[config.mk]
export PLATFORM = sky130hd
export DESIGN_NAME = chain_irq_bridge
export DESIGN_NICKNAME = d
export VERILOG_FILES = /design/src/rtl/chain_irq_pkg.sv /design/src/rtl/cib_rst_sync.sv /design/src/rtl/cib_regif.sv /design/src/rtl/cib_cause_bank.sv /design/src/rtl/cib_enable_reg.sv /design/src/rtl/cib_aggregate.sv /design/src/rtl/chain_irq_bridge.sv
export SDC_FILE = /design/constraint.sdc
export NUM_CORES = 1
export LEC_CHECK = 0
export ABC_AREA = 1
export BUFFER_PORTS_ARGS = -buffer_cell sky130_fd_sc_hd__buf_2
export CAP_MARGIN = 30
export CORE_ASPECT_RATIO = 0.7
export CORE_UTILIZATION = 30
export DETAILED_ROUTE_END_ITERATION = 8
export PLACE_DENSITY_LB_ADDON = 0.25
export SYNTH_ARGS = -nofsm -noshare
export SYNTH_HDL_FRONTEND = slang
export SYNTH_HIERARCHICAL = 1
export SYNTH_SLANG_ARGS = --single-unit
[constraint.sdc]
create_clock -name clk -period 3.8 [get_ports clk]
set_clock_uncertainty 0.1 [all_clocks]
set_input_delay 0.57 -clock clk [delete_from_list [all_inputs] [get_ports clk]]
set_output_delay 0.57 -clock clk [all_outputs]
set_load 0.1 [all_outputs]
[src/rtl/chain_irq_pkg.sv]
package chain_irq_pkg;

  localparam int unsigned DATA_W    = 32;
  localparam int unsigned CAUSE_OFS = 0;
  localparam int unsigned ENABLE_OFS = 4;

  typedef enum logic [1:0] {
    SEL_NONE   = 2'd0,
    SEL_CAUSE  = 2'd1,
    SEL_ENABLE = 2'd2
  } reg_sel_e;

endpackage

[src/rtl/cib_rst_sync.sv]
module cib_rst_sync (
  input  logic clk,
  input  logic rst_n,
  output logic rst_sync_n
);

  logic [1:0] stage_q;

  always_ff @(posedge clk or negedge rst_n) begin
    if (!rst_n) begin
      stage_q <= 2'b00;
    end else begin
      stage_q <= {stage_q[0], 1'b1};
    end
  end

  assign rst_sync_n = stage_q[1];

endmodule

[src/rtl/cib_regif.sv]
module cib_regif #(
  parameter int unsigned NUM_SRC = 32,
  parameter int unsigned ADDR_W  = 4
) (
  input  logic [ADDR_W-1:0]                      reg_addr,
  input  logic                                   reg_wr,
  input  logic [chain_irq_pkg::DATA_W-1:0]       reg_wdata,
  input  logic [NUM_SRC-1:0]                     cause,
  input  logic [NUM_SRC-1:0]                     enable,
  output logic                                   cause_wr,
  output logic                                   enable_wr,
  output logic [NUM_SRC-1:0]                     wdata_lo,
  output logic [chain_irq_pkg::DATA_W-1:0]       reg_rdata
);
  import chain_irq_pkg::*;

  reg_sel_e sel;

  always_comb begin
    if (reg_addr == ADDR_W'(CAUSE_OFS)) begin
      sel = SEL_CAUSE;
    end else if (reg_addr == ADDR_W'(ENABLE_OFS)) begin
      sel = SEL_ENABLE;
    end else begin
      sel = SEL_NONE;
    end
  end

  assign cause_wr  = reg_wr && (sel == SEL_CAUSE);
  assign enable_wr = reg_wr && (sel == SEL_ENABLE);
  assign wdata_lo  = reg_wdata[NUM_SRC-1:0];

  always_comb begin
    reg_rdata = '0;
    case (sel)
      SEL_CAUSE:  reg_rdata[NUM_SRC-1:0] = cause;
      SEL_ENABLE: reg_rdata[NUM_SRC-1:0] = enable;
      default:    reg_rdata = '0;
    endcase
  end

endmodule

[src/rtl/cib_cause_bank.sv]
module cib_cause_bank #(
  parameter int unsigned NUM_SRC = 32
) (
  input  logic               clk,
  input  logic               rst_n,
  input  logic [NUM_SRC-1:0] src_i,
  input  logic               clr_en,
  input  logic [NUM_SRC-1:0] keep_mask,
  output logic [NUM_SRC-1:0] cause_q
);

  logic [NUM_SRC-1:0] src_q;
  logic [NUM_SRC-1:0] rise;
  logic [NUM_SRC-1:0] cause_d;
  logic               cause_en;

  // Per-source next state: a fresh edge wins over a zero-write clear.
  for (genvar i = 0; i < NUM_SRC; i++) begin : g_bit
    assign rise[i]    = src_i[i] & ~src_q[i];
    assign cause_d[i] = rise[i] | (cause_q[i] & ~(clr_en & ~keep_mask[i]));
  end

  assign cause_en = clr_en | (|rise);

  always_ff @(posedge clk or negedge rst_n) begin
    if (!rst_n) begin
      src_q <= '0;
    end else begin
      src_q <= src_i;
    end
  end

  always_ff @(posedge clk or negedge rst_n) begin
    if (!rst_n) begin
      cause_q <= '0;
    end else if (cause_en) begin
      cause_q <= cause_d;
    end
  end

endmodule

[src/rtl/cib_enable_reg.sv]
module cib_enable_reg #(
  parameter int unsigned NUM_SRC = 32
) (
  input  logic               clk,
  input  logic               rst_n,
  input  logic               wr_en,
  input  logic [NUM_SRC-1:0] wdata,
  output logic [NUM_SRC-1:0] enable_q
);

  logic [NUM_SRC-1:0] enable_d;

  always_comb begin
    enable_d = enable_q;
    if (wr_en) begin
      enable_d = wdata;
    end
  end

  always_ff @(posedge clk or negedge rst_n) begin
    if (!rst_n) begin
      enable_q <= '0;
    end else if (wr_en) begin
      enable_q <= enable_d;
    end
  end

endmodule

[src/rtl/cib_aggregate.sv]
module cib_aggregate #(
  parameter int unsigned NUM_SRC = 32
) (
  input  logic               clk,
  input  logic               rst_n,
  input  logic [NUM_SRC-1:0] cause,
  input  logic [NUM_SRC-1:0] enable,
  output logic               irq_q
);

  logic [NUM_SRC-1:0] pending;
  logic               irq_d;

  assign pending = cause & enable;
  assign irq_d   = |pending;

  always_ff @(posedge clk or negedge rst_n) begin
    if (!rst_n) begin
      irq_q <= 1'b0;
    end else begin
      irq_q <= irq_d;
    end
  end

endmodule

[src/rtl/chain_irq_bridge.sv]
module chain_irq_bridge #(
  parameter int unsigned NUM_SRC = 32,
  parameter int unsigned ADDR_W  = 4
) (
  input  logic                                 clk,
  input  logic                                 rst_n,
  input  logic [NUM_SRC-1:0]                   src_i,
  input  logic [ADDR_W-1:0]                    reg_addr,
  input  logic                                 reg_wr,
  input  logic [chain_irq_pkg::DATA_W-1:0]     reg_wdata,
  output logic [chain_irq_pkg::DATA_W-1:0]     reg_rdata,
  output logic                                 irq_o
);

  if (NUM_SRC < 1 || NUM_SRC > chain_irq_pkg::DATA_W) begin : g_bad_cfg
    $error("NUM_SRC must lie between 1 and 32");
  end

  logic               rst_sync_n;
  logic [NUM_SRC-1:0] cause_vec;
  logic [NUM_SRC-1:0] enable_vec;
  logic [NUM_SRC-1:0] wdata_lo;
  logic               cause_wr;
  logic               enable_wr;

  cib_rst_sync u_rst (
    .clk        (clk),
    .rst_n      (rst_n),
    .rst_sync_n (rst_sync_n)
  );

  cib_regif #(.NUM_SRC(NUM_SRC), .ADDR_W(ADDR_W)) u_regif (
    .reg_addr  (reg_addr),
    .reg_wr    (reg_wr),
    .reg_wdata (reg_wdata),
    .cause     (cause_vec),
    .enable    (enable_vec),
    .cause_wr  (cause_wr),
    .enable_wr (enable_wr),
    .wdata_lo  (wdata_lo),
    .reg_rdata (reg_rdata)
  );

  cib_cause_bank #(.NUM_SRC(NUM_SRC)) u_cause (
    .clk       (clk),
    .rst_n     (rst_sync_n),
    .src_i     (src_i),
    .clr_en    (cause_wr),
    .keep_mask (wdata_lo),
    .cause_q   (cause_vec)
  );

  cib_enable_reg #(.NUM_SRC(NUM_SRC)) u_enable (
    .clk      (clk),
    .rst_n    (rst_sync_n),
    .wr_en    (enable_wr),
    .wdata    (wdata_lo),
    .enable_q (enable_vec)
  );

  cib_aggregate #(.NUM_SRC(NUM_SRC)) u_agg (
    .clk    (clk),
    .rst_n  (rst_sync_n),
    .cause  (cause_vec),
    .enable (enable_vec),
    .irq_q  (irq_o)
  );

endmodule

After elaboration in Yosys (flattened, before gate mapping)
Cells that the tools add are included.
{"block": "word_totals", "ff_bits": 99, "out_inout_bits": 33, "wordCells": 242}
{"block": "classes", "n_eq_ne": 3, "muxes": 3, "bitwise": 226, "n_reduce_logical": 5}
{"operator": "$and A1 B1 Y1", "count": 96}
{"operator": "$not A1 Y1", "count": 96}
{"operator": "$pmux W32 S2", "count": 1}
{"operator": "$reduce_or A32 Y1", "count": 2}
{"operator": "$or A1 B1 Y1", "count": 33}
{"operator": "$and A32 B32 Y32", "count": 1}
{"operator": "$eq A4 B3 Y1 const B", "count": 1}
{"operator": "$logic_not A4 Y1", "count": 1}
{"operator": "$mux W2", "count": 2}
{"operator": "$eq A2 B1 Y1 const B", "count": 1}
{"operator": "$eq A2 B2 Y1 const B", "count": 1}
{"operator": "$logic_and A1 B1 Y1", "count": 2}

Longest topological paths before layout
Gate-level depths: netlist (run 1).
{"block": "depth", "word_depth": 9, "ltp_mapped": 10, "mapped_depth_nobuf": 7}

Cells and area by module
The synthesis (run 1) kept the hierarchy.
{"mod": "cib_cause_bank", "instances": 1, "cells_each": 259, "area_each_um2": 2356.0, "seq_area_each_um2": 1601.5}
{"mod": "cib_enable_reg", "instances": 1, "cells_each": 136, "area_each_um2": 1292.5, "seq_area_each_um2": 800.8}
{"mod": "cib_regif", "instances": 1, "cells_each": 150, "area_each_um2": 813.3, "seq_area_each_um2": 0.0}
{"mod": "cib_aggregate", "instances": 1, "cells_each": 64, "area_each_um2": 261.5, "seq_area_each_um2": 25.0}
{"mod": "cib_rst_sync", "instances": 1, "cells_each": 3, "area_each_um2": 53.8, "seq_area_each_um2": 50.0}

Least setup slack after synthesis (run 1)
OpenSTA, ideal clock, no wires.
{"block": "synth_timing", "path_type": "input to output", "start": "input port reg_addr[1]", "end": "output port reg_rdata[0] (netlist name)", "arrival_time_ps": 1722, "t_required_ps": 3130, "setup_slack_ps": 1408, "cell_stages": 4, "path_buffers": 1, "path_cell_list": "nor2_2 > clkbuf_1 > nand3_1 > nand2_1"}
{"block": "synth_via", "elab_chain_cells": 5, "word_cells_on_any_way": 7}
{"item": "start, declared", "line_no": "chain_irq_bridge.sv:8", "source": "input logic [ADDR_W-1:0] reg_addr,"}
{"item": "$eq A4 B3 Y1", "line_no": "cib_regif.sv:22", "source": "end else if (reg_addr == ADDR_W'(ENABLE_OFS)) begin"}
{"item": "$mux W2", "line_no": "cib_regif.sv:22"}
{"item": "$mux W2 (*)", "line_no": "cib_regif.sv:20", "source": "if (reg_addr == ADDR_W'(CAUSE_OFS)) begin"}
{"item": "$eq A2 B2 Y1 / $eq A2 B1 Y1 (equally long branches)", "line_no": "cib_regif.sv:35", "source": "case (sel)"}
{"item": "$pmux W32 S2 (*)", "line_no": "cib_regif.sv:35"}
{"item": "end, declared", "line_no": "chain_irq_bridge.sv:11", "source": "output logic [chain_irq_pkg::DATA_W-1:0] reg_rdata,"}
Mark *: on every way between the ends. The rest lies on a longest branch, timed or not.

Final worst setup path (run 1)
{"block": "layout_timing", "start": "input port reg_addr[3]", "end": "output port reg_rdata[31] (netlist name)"}
Same word-level chain as after synthesis.

==> impl_metrics.toml, run 1 <==
[routing]
drcViolationCount = 14
drt_iter0_markers = 195
wl_per_cell_um = 14.11
routed_wl_um = 12480
via_count = 3841
vias_per_cell = 4.345
first_pass_iters = 7
postRouteAntennaNets = 0

[die]
die_y_um = 107.6
die_w_um = 152.8
core_area_um2 = 15550
pin_count = 104
num_rows = 38
dieArea_um2 = 16440
start_util_pct = 30.73

[global_routing]
grt_max_degree = 42
grt_overflow_total = 0
grt.total_usage_pct = 16.10
grt_pass1_wl_um = 20000
grt_pass1_vias = 3808
antenna_found_initial = 1

[logic_synthesis]
ys_types = 17
ys_seq_area_share_pct = 51.86
ys_ff_latch = 99
synth_ff_type = "dfrtp_1"
ys.warnings.count = 6
synth_top_area_share_pct = 51.86
synth_edf_count = 0
synth.most_common_cell = "nand2_1"
postSynthAreaPerCell_um2 = 7.806
synthesis.area_um2 = 4777
async_reset_ff_share_pct = 100.0
syn_nets = 683
synth_area_leaders = "dfrtp_1 (52%), nand2_1 (24%), nand3_1 (6.7%)"
syn_inst = 612
ys_top_cells_by_count = "nand2_1 (301), dfrtp_1 (99), inv_1 (65), nand3_1 (64), buf_4 (39)"
yosys.area.top_type = "dfrtp_1"

[clock_tree]
cts_resized = 0
post-cts-setup-buffer-count = 0
root_buffer = "clkbuf_16"
clk_pin_slew_worst_paths_ns = 0.07
cts_buffers = 9
tritoncts = "done"
clock_latency_ns = 0.35
cts_buffer_depth = 2
clock_sinks = 99
htree_levels = 3

[finish]
area_growth_pct = 14.27
ff_latch_area_um2 = 2481
multiInputGateArea_um2 = 1605
layout-drive-gt1-share_pct = 20.50
fin_util_pct = 35.11
fillers = 1667
layout.nets = 749

[worst_hold_path]
hp-class = "flop to asynchronous set/reset pin"

[power]
p_per_area_nw_per_um2 = 463.4
irDropWorstVdd_mv = 0.1895
power_leakage_nw = 3.125
finalPower_w = 0.002530

[status]
violations = "DRC"
outcome = "complete, but fails checks"

[job]
maxCapViolations = 0

[placed_design]
dp_hpwl_um = 8831
port_buffers = 103
gp_congestion = 0.8150

[setup_path]
cp.required_ns = 3.13
end_kind = "output pin"
critical_path_arrival_ns = 2.30
criticalPathCategory = "primary input to output pin"
start_kind = "primary input"
crit_fanout = 33

[timing]
finalCritPeriodShare_pct = 78.05
relSlewSlack_pct = 39.17
setup_viol = 0
max_freq_mhz = 337.2
fin_crit_ns = 2.966
finalHoldViolCount = 0
rsz0062_at_grt = "false"
slew_viol_final = 0
setup_tns_ns = 0
tightest_slew_ns = 0.9104
hold_slack_ns = 0.2120
layout make-up:
class / count / share of cell area [%]
antenna: 1 / 0.04584
clock buffer: 13 / 4.584
clock inverter: 3 / 0.2750
inverter: 67 / 4.744
multi-input combinational: 391 / 29.41
sequential: 99 / 45.45
tap: 200 / 4.584
timing repair buffer: 110 / 10.91
final timing paths:
path,start,end,slack (ns),cells after the start
setup / recovery,reg_addr[3],reg_rdata[31],0.83,5
hold / removal,u_rst/stage_q[1],u_cause/src_q[21],0.21,0
setup reg to reg,u_rst/stage_q[1],u_cause/src_q[8],2.56,1
hold reg to reg,u_rst/stage_q[1],u_cause/src_q[21],0.21,0
max in group asynchronous,u_rst/stage_q[1],u_cause/src_q[8],2.56,1
min in group clk,src_i[29],u_cause/src_q[29],0.24,1
critical path: stages:
cell,delay [ns]
buf_2,0.13
nor2_4,0.71
nand3_1,0.28
nand2_1,0.15
buf_2,0.43
layer usage:
| metal | global-route usage [%] | wire (um) | vias up |
|---|---|---|---|
| li1 | - | - | 1925 |
| met1 | 23.48 | 6391 | 1778 |
| met2 | 23.17 | 5061 | 127 |
| met3 | 4.388 | 906 | 11 |
| met4 | 4.329 | 117 | 0 |
| met5 | 0 | 0 | - |
sequential cells by signal, summed over array words and instances, names as in the netlist:
name / flops
u_agg/irq_q: 1
u_cause/cause_q: 32
u_cause/src_q: 32
u_enable/enable_q: 32
u_rst/stage_q: 2
through the flow:
| stage | std cells | setup slack, ns | area, um^2 |
|---|---|---|---|
| after floorplan | 612 | 0.7381 | 4777 |
| after global placement | 866 | 0.8869 | 5181 |
| after detailed placement | 866 | 0.8590 | 5181 |
| after CTS | 883 | 0.8590 | 5456 |
| after global routing | 883 | 0.8260 | 5456 |
| final | 884 | 0.8341 | 5459 |
report_power, final:
part           leakage (nW)  internal [W]  switching, W
sequential             1.10       0.00116     0.0000890
clock                 0.133      0.000460      0.000396
combinational          1.89      0.000124      0.000305
kinds of logic after synthesis:
| logic type | synth area share [%] |
|---|---|
| AND/OR/NAND/NOR | 33.11 |
| other | 0.07850 |
| flip-flops | 51.86 |
| buffers and inverters | 14.96 |
layout by cell type, fill, tap and decap left out, drive strengths merged:
cell type    instances
nor2                15
conb                 1
nand2              311
diode                1
inv                 67
clkinv               3
nand3               64
dlygate4sd3          1
buf                109
clkbuf              13
dfrtp               99
repair_timing:
action,in CTS,in global routing
hold buffers,1,0
endpoints found under the setup margin,0,0
endpoints found under the hold margin,2,0
Note: power is estimated with default switching activity, not from simulation.
==> inputs of run 2 (changes only) <==
- clock period: 3.8 -> 2.79 ns (I/O delays scaled with it)
==> run 2 against run 1 <==
Compared with the run above: the run still ends with DRC left; count of clock-buffer cells in the layout is 3 lower; non-clock buffer count grew 5; sequential share of layout area decreased by 3.6 points; global-route usage is 0.12 points lower; setup slack worse by 0.31 ns; critical path type unchanged.
==> impl_metrics.toml, run 2 (same netlist as run 1, synthesis figures left out) <==
[status]
outcome = "complete, but fails checks"
violations = "DRC"

[routing]
postRouteAntennaNets = 0
routed_wl_um = 12500
wl_per_cell_um = 14.08
vias_per_cell = 4.394
first_pass_iters = 7
drcViolationCount = 16
via_count = 3902
drt_iter0_markers = 205

[global_routing]
antenna_found_initial = 1
grt_max_degree = 67
grt_pass1_vias = 3816
grt_pass1_wl_um = 20170
grt_overflow_total = 0
grt.total_usage_pct = 15.98

[finish]
final_common_cell = "nand2_1"
area_growth_pct = 24.20
reg_top3 = "u_cause/cause_q x32, u_cause/src_q x32, u_enable/enable_q x32"
layout.nets = 754
final_cell_mix = "nand2_1 (301), dfrtp_1 (98), buf_2 (76)"
layout-drive-gt1-share_pct = 21.40

[timing]
finalHoldViolCount = 0
setup_ws_ns = 0.5211
max_freq_mhz = 440.7
fin_crit_ns = 2.269
setup_viol = 0
slew_viol_final = 0
rsz0062_at_grt = "false"
finalCritPeriodShare_pct = 81.32
setup_tns_ns = 0
relSlewSlack_pct = 56.05
tightest_slew_ns = 0.6593

[die]
die_w_um = 152.8
num_rows = 38
pin_count = 104
dieArea_um2 = 16440
die_y_um = 107.6
start_util_pct = 30.73
core_area_um2 = 15550

[placed_design]
port_buffers = 103
place_ws_ns = 0.5019
gp_congestion = 0.8137
dp_hpwl_um = 9118

[setup_path]
cp.required_ns = 2.27
worstPathBufferInverterCount = 3
cp_slowest_cell = "nor2_2"
cpLargestDelayFamily = "simple AND/OR/NAND/NOR gates"
crit_fanout = 14
slowest_delay_ns = 0.43
critical_path_arrival_ns = 1.75
cp_cell_sequence = "buf_2 -> nor2_2 -> buf_4 -> nand3_1 -> nand2_1 -> buf_12"
criticalPathCategory = "primary input to output pin"
end_kind = "output pin"
start_kind = "primary input"

[power]
power.internal_w = 0.002516
power_leakage_nw = 3.239
p_sw_w = 0.001082
irDropWorstVdd_mv = 0.3597
p_seq_share_pct = 46.9
clkPwrFrac_pct = 34.9
power_switching_share_pct = 30.07
pwr-share-comb_pct = 18.1
p_per_area_nw_per_um2 = 606.5

[clock_tree]
cts_buffer_depth = 2
clock_sinks = 99
cts_buffers = 9
htree_levels = 3
clk_pin_slew_worst_paths_ns = 0.07
clock_latency_ns = 0.34
tritoncts = "done"
cts_resized = 0
root_buffer = "clkbuf_16"

[job]
maxCapViolations = 0

[worst_hold_path]
hp-class = "primary input to flop"
-- run 2: cell count changes in the layout (fill, tap and decap cells not counted), sizes merged --
cell / delta
clkinv: -2
clkbuf: -3
bufinv: +1
clkinvlp: +2
buf: +5
inv: +1
-- run 2: layout make-up --
| class | instances | area, um^2 |
|---|---|---|
| well taps | 200 | 250.2 |
| clock buffers | 10 | 239.0 |
| clock inverters | 5 | 62.56 |
| multi-input cells | 391 | 1600 |
| repair buffers | 115 | 1039 |
| fillers | 1603 | 9614 |
| flip-flops and latches | 99 | 2481 |
| inverters | 67 | 259.0 |
| diodes | 1 | 2.502 |
-- run 2: power groups by stage --
stage | sequential (W) | combinational [W] | clock (W)
2_1_floorplan | 0.00170 | 0.000456 | 0
3_3_place_gp | 0.00171 | 0.000645 | 0
3_5_place_dp | 0.00172 | 0.000657 | 0
4_1_cts | 0.00169 | 0.000660 | 0.00129
5_1_grt | 0.00171 | 0.000722 | 0.00136
6_report | 0.00169 | 0.000652 | 0.00126
-- run 2: final timing paths --
| kind | start | to | slack, ns | depth (start not counted) |
|---|---|---|---|---|
| max in group asynchronous | u_rst/stage_q[1] | u_cause/src_q[13] | 1.61 | 1 |
| min in group asynchronous | u_rst/stage_q[1] | u_cause/src_q[21] | 0.26 | 0 |
| setup reg to reg | u_rst/stage_q[1] | u_cause/src_q[13] | 1.61 | 1 |
| setup / recovery | reg_addr[3] | reg_rdata[22] | 0.52 | 6 |
| hold / removal | src_i[27] | u_cause/src_q[27] | 0.09 | 1 |
| hold reg to reg | u_rst/stage_q[0] | u_rst/stage_q[1] | 0.25 | 0 |
-- run 2: metrics by stage --
step	total power (W)	hold slack [ns]	instances	utilization, %	instance area [um^2]
after floorplan	0.002152	0.02291	612	-	4778
after global placement	0.002356	0.1048	871	36.14	5619
after detailed placement	0.002374	0.1077	871	36.14	5619
after CTS	0.003645	0.08360	887	38.15	5931
after global routing	0.003792	0.08188	887	38.15	5931
final	0.003598	0.09424	888	38.16	5933
-- run 2: per-layer routing --
metal / vias up / wire length [um] / global-route usage (%)
met1: 1835 / 6364 / 23.32
met2: 125 / 5256 / 24.05
met5: - / 0 / 0
li1: 1934 / - / -
met3: 8 / 828 / 4.066
met4: 0 / 51 / 2.525
-- run 2: what timing repair did --
action	in CTS	in global routing
setup buffers	0	0
setup endpoints to repair	0	0
endpoints found under the hold margin	2	0
hold buffers	1	0
==> inputs of run 3 (changes only) <==
- clock period: 2.79 -> 2.2 ns (I/O delays scaled with it)
==> run 3 against run 2 <==
Compared with the run above: the flow still finishes with violations (DRC); sequential cell count did not move; sequential power grew 25%; non-clock buffer count rose by 28; sequential share of layout area fell by 2.9 points; first-iteration DRC count up 71%; cell area grew 7.5%; critical path type unchanged; highest routed layer unchanged.
==> impl_metrics.toml, run 3 (same netlist as run 1, synthesis figures left out) <==
[placed_design]
dp_hpwl_um = 8832
gp_congestion = 0.8277
postPlaceCellArea_um2 = 5737
port_buffers = 103

[global_routing]
grt_pass1_vias = 3933
grt_pass1_wl_um = 20310
grt_max_degree = 98
grt.total_usage_pct = 16.29
antenna_found_initial = 1
grt_overflow_total = 0

[finish]
final_common_cell = "nand2_1"
layout.nets = 782
ff_latch_area_um2 = 2481
finalInstanceArea_um2 = 6376
multiInputGateArea_um2 = 1600
fin_util_pct = 41.01
area_growth_pct = 33.47
layout-drive-gt1-share_pct = 20.53
final_cell_mix = "nand2_1 (301), dfrtp_1 (98), buf_2 (71)"
reg_top3 = "u_cause/cause_q x32, u_cause/src_q x32, u_enable/enable_q x32"
fillers = 1561

[clock_tree]
clock_sinks = 99
cts_buffer_depth = 2
cts_resized = 0
root_buffer = "clkbuf_16"
tritoncts = "done"
clock_latency_ns = 0.34
clk_pin_slew_worst_paths_ns = 0.07
cts_buffers = 9
htree_levels = 3
post-cts-setup-buffer-count = 0

[timing]
fin_crit_ns = 1.882
finalCritPeriodShare_pct = 85.54
tightest_slew_ns = 0.5667
slew_viol_final = 0
finalHoldViolCount = 0
hold_slack_ns = 0.009074
max_freq_mhz = 531.4
rsz0062_at_grt = "false"
setup_viol = 0
setup_tns_ns = 0
relSlewSlack_pct = 62.22

[routing]
wl_per_cell_um = 13.61
first_pass_iters = 9
drcViolationCount = 4
via_count = 4003
vias_per_cell = 4.365
routed_wl_um = 12480
postRouteAntennaNets = 0
drt_iter0_markers = 350

[die]
start_util_pct = 30.73
dieArea_um2 = 16440
die_y_um = 107.6
pin_count = 104
core_area_um2 = 15550
die_w_um = 152.8
num_rows = 38

[power]
finalPower_w = 0.004798
power_leakage_nw = 3.401
p_per_area_nw_per_um2 = 752.5
irDropWorstVdd_mv = 0.3651

[job]
maxCapViolations = 0

[setup_path]
start_kind = "primary input"
end_kind = "output pin"
cp.required_ns = 1.77
crit_fanout = 19
critical_path_arrival_ns = 1.45
rrSetupSlack_ns = 1.04
criticalPathCategory = "primary input to output pin"

[status]
violations = "DRC"
outcome = "complete, but fails checks"

[worst_hold_path]
hp-class = "primary input to flop"
## run 3: worst max-delay path, stage by stage
cell     delay (ns)
buf_2          0.11
nor2_4         0.34
buf_12         0.20
nand3_1        0.09
nand2_1        0.17
buf_12         0.20
## run 3: layout make-up
class	instances	area share, %
antenna	1	0.03925
clock buffer	11	3.964
clock inverter	5	1.315
inverter	67	4.062
multi-input combinational	391	25.10
sequential	99	38.91
tap	200	3.925
timing repair buffer	143	22.68
## run 3: path summary, 6_finish.rpt
path | from | end | cells past startpoint
max | reg_addr[1] | reg_rdata[19] | 6
min | src_i[15] | u_cause/src_q[15] | 1
max reg2reg | u_cause/cause_q[20] | u_agg/irq_q | 6
min reg2reg | u_rst/stage_q[1] | u_cause/src_q[20] | 1
max in group asynchronous | u_rst/stage_q[1] | u_cause/cause_q[24] | 1
min in group asynchronous | rst_n | u_rst/stage_q[1] | 2
## run 3: timing repair
item / 4_1_cts / 5_1_grt
setup endpoints to repair: 0 / 0
endpoints found under the hold margin: 29 / 2
hold buffers: 28 / 2
## run 3: stage by stage
step | instances | worst slack (ns)
finish | 917 | 0.3181
global route | 916 | 0.2570
CTS | 914 | 0.3390
detailed placement | 870 | 0.3142
global placement | 870 | 0.3464
floorplan | 612 | 0.2876
## run 3: metal layers
layer,vias to the layer above,share of wire (%),GRT usage (%),wire length [um]
li1,1991,-,-,-
met1,1838,51,24.13,6319
met2,158,40,22.80,4998
met3,16,7.9,4.147,983
met4,0,1.4,5.267,175
met5,-,0,0,0
## run 3: power by group
part           switching, W  total [W]  internal (W)
clock              0.000705    0.00177       0.00106
combinational      0.000568   0.000905      0.000337
sequential         0.000129    0.00212       0.00200
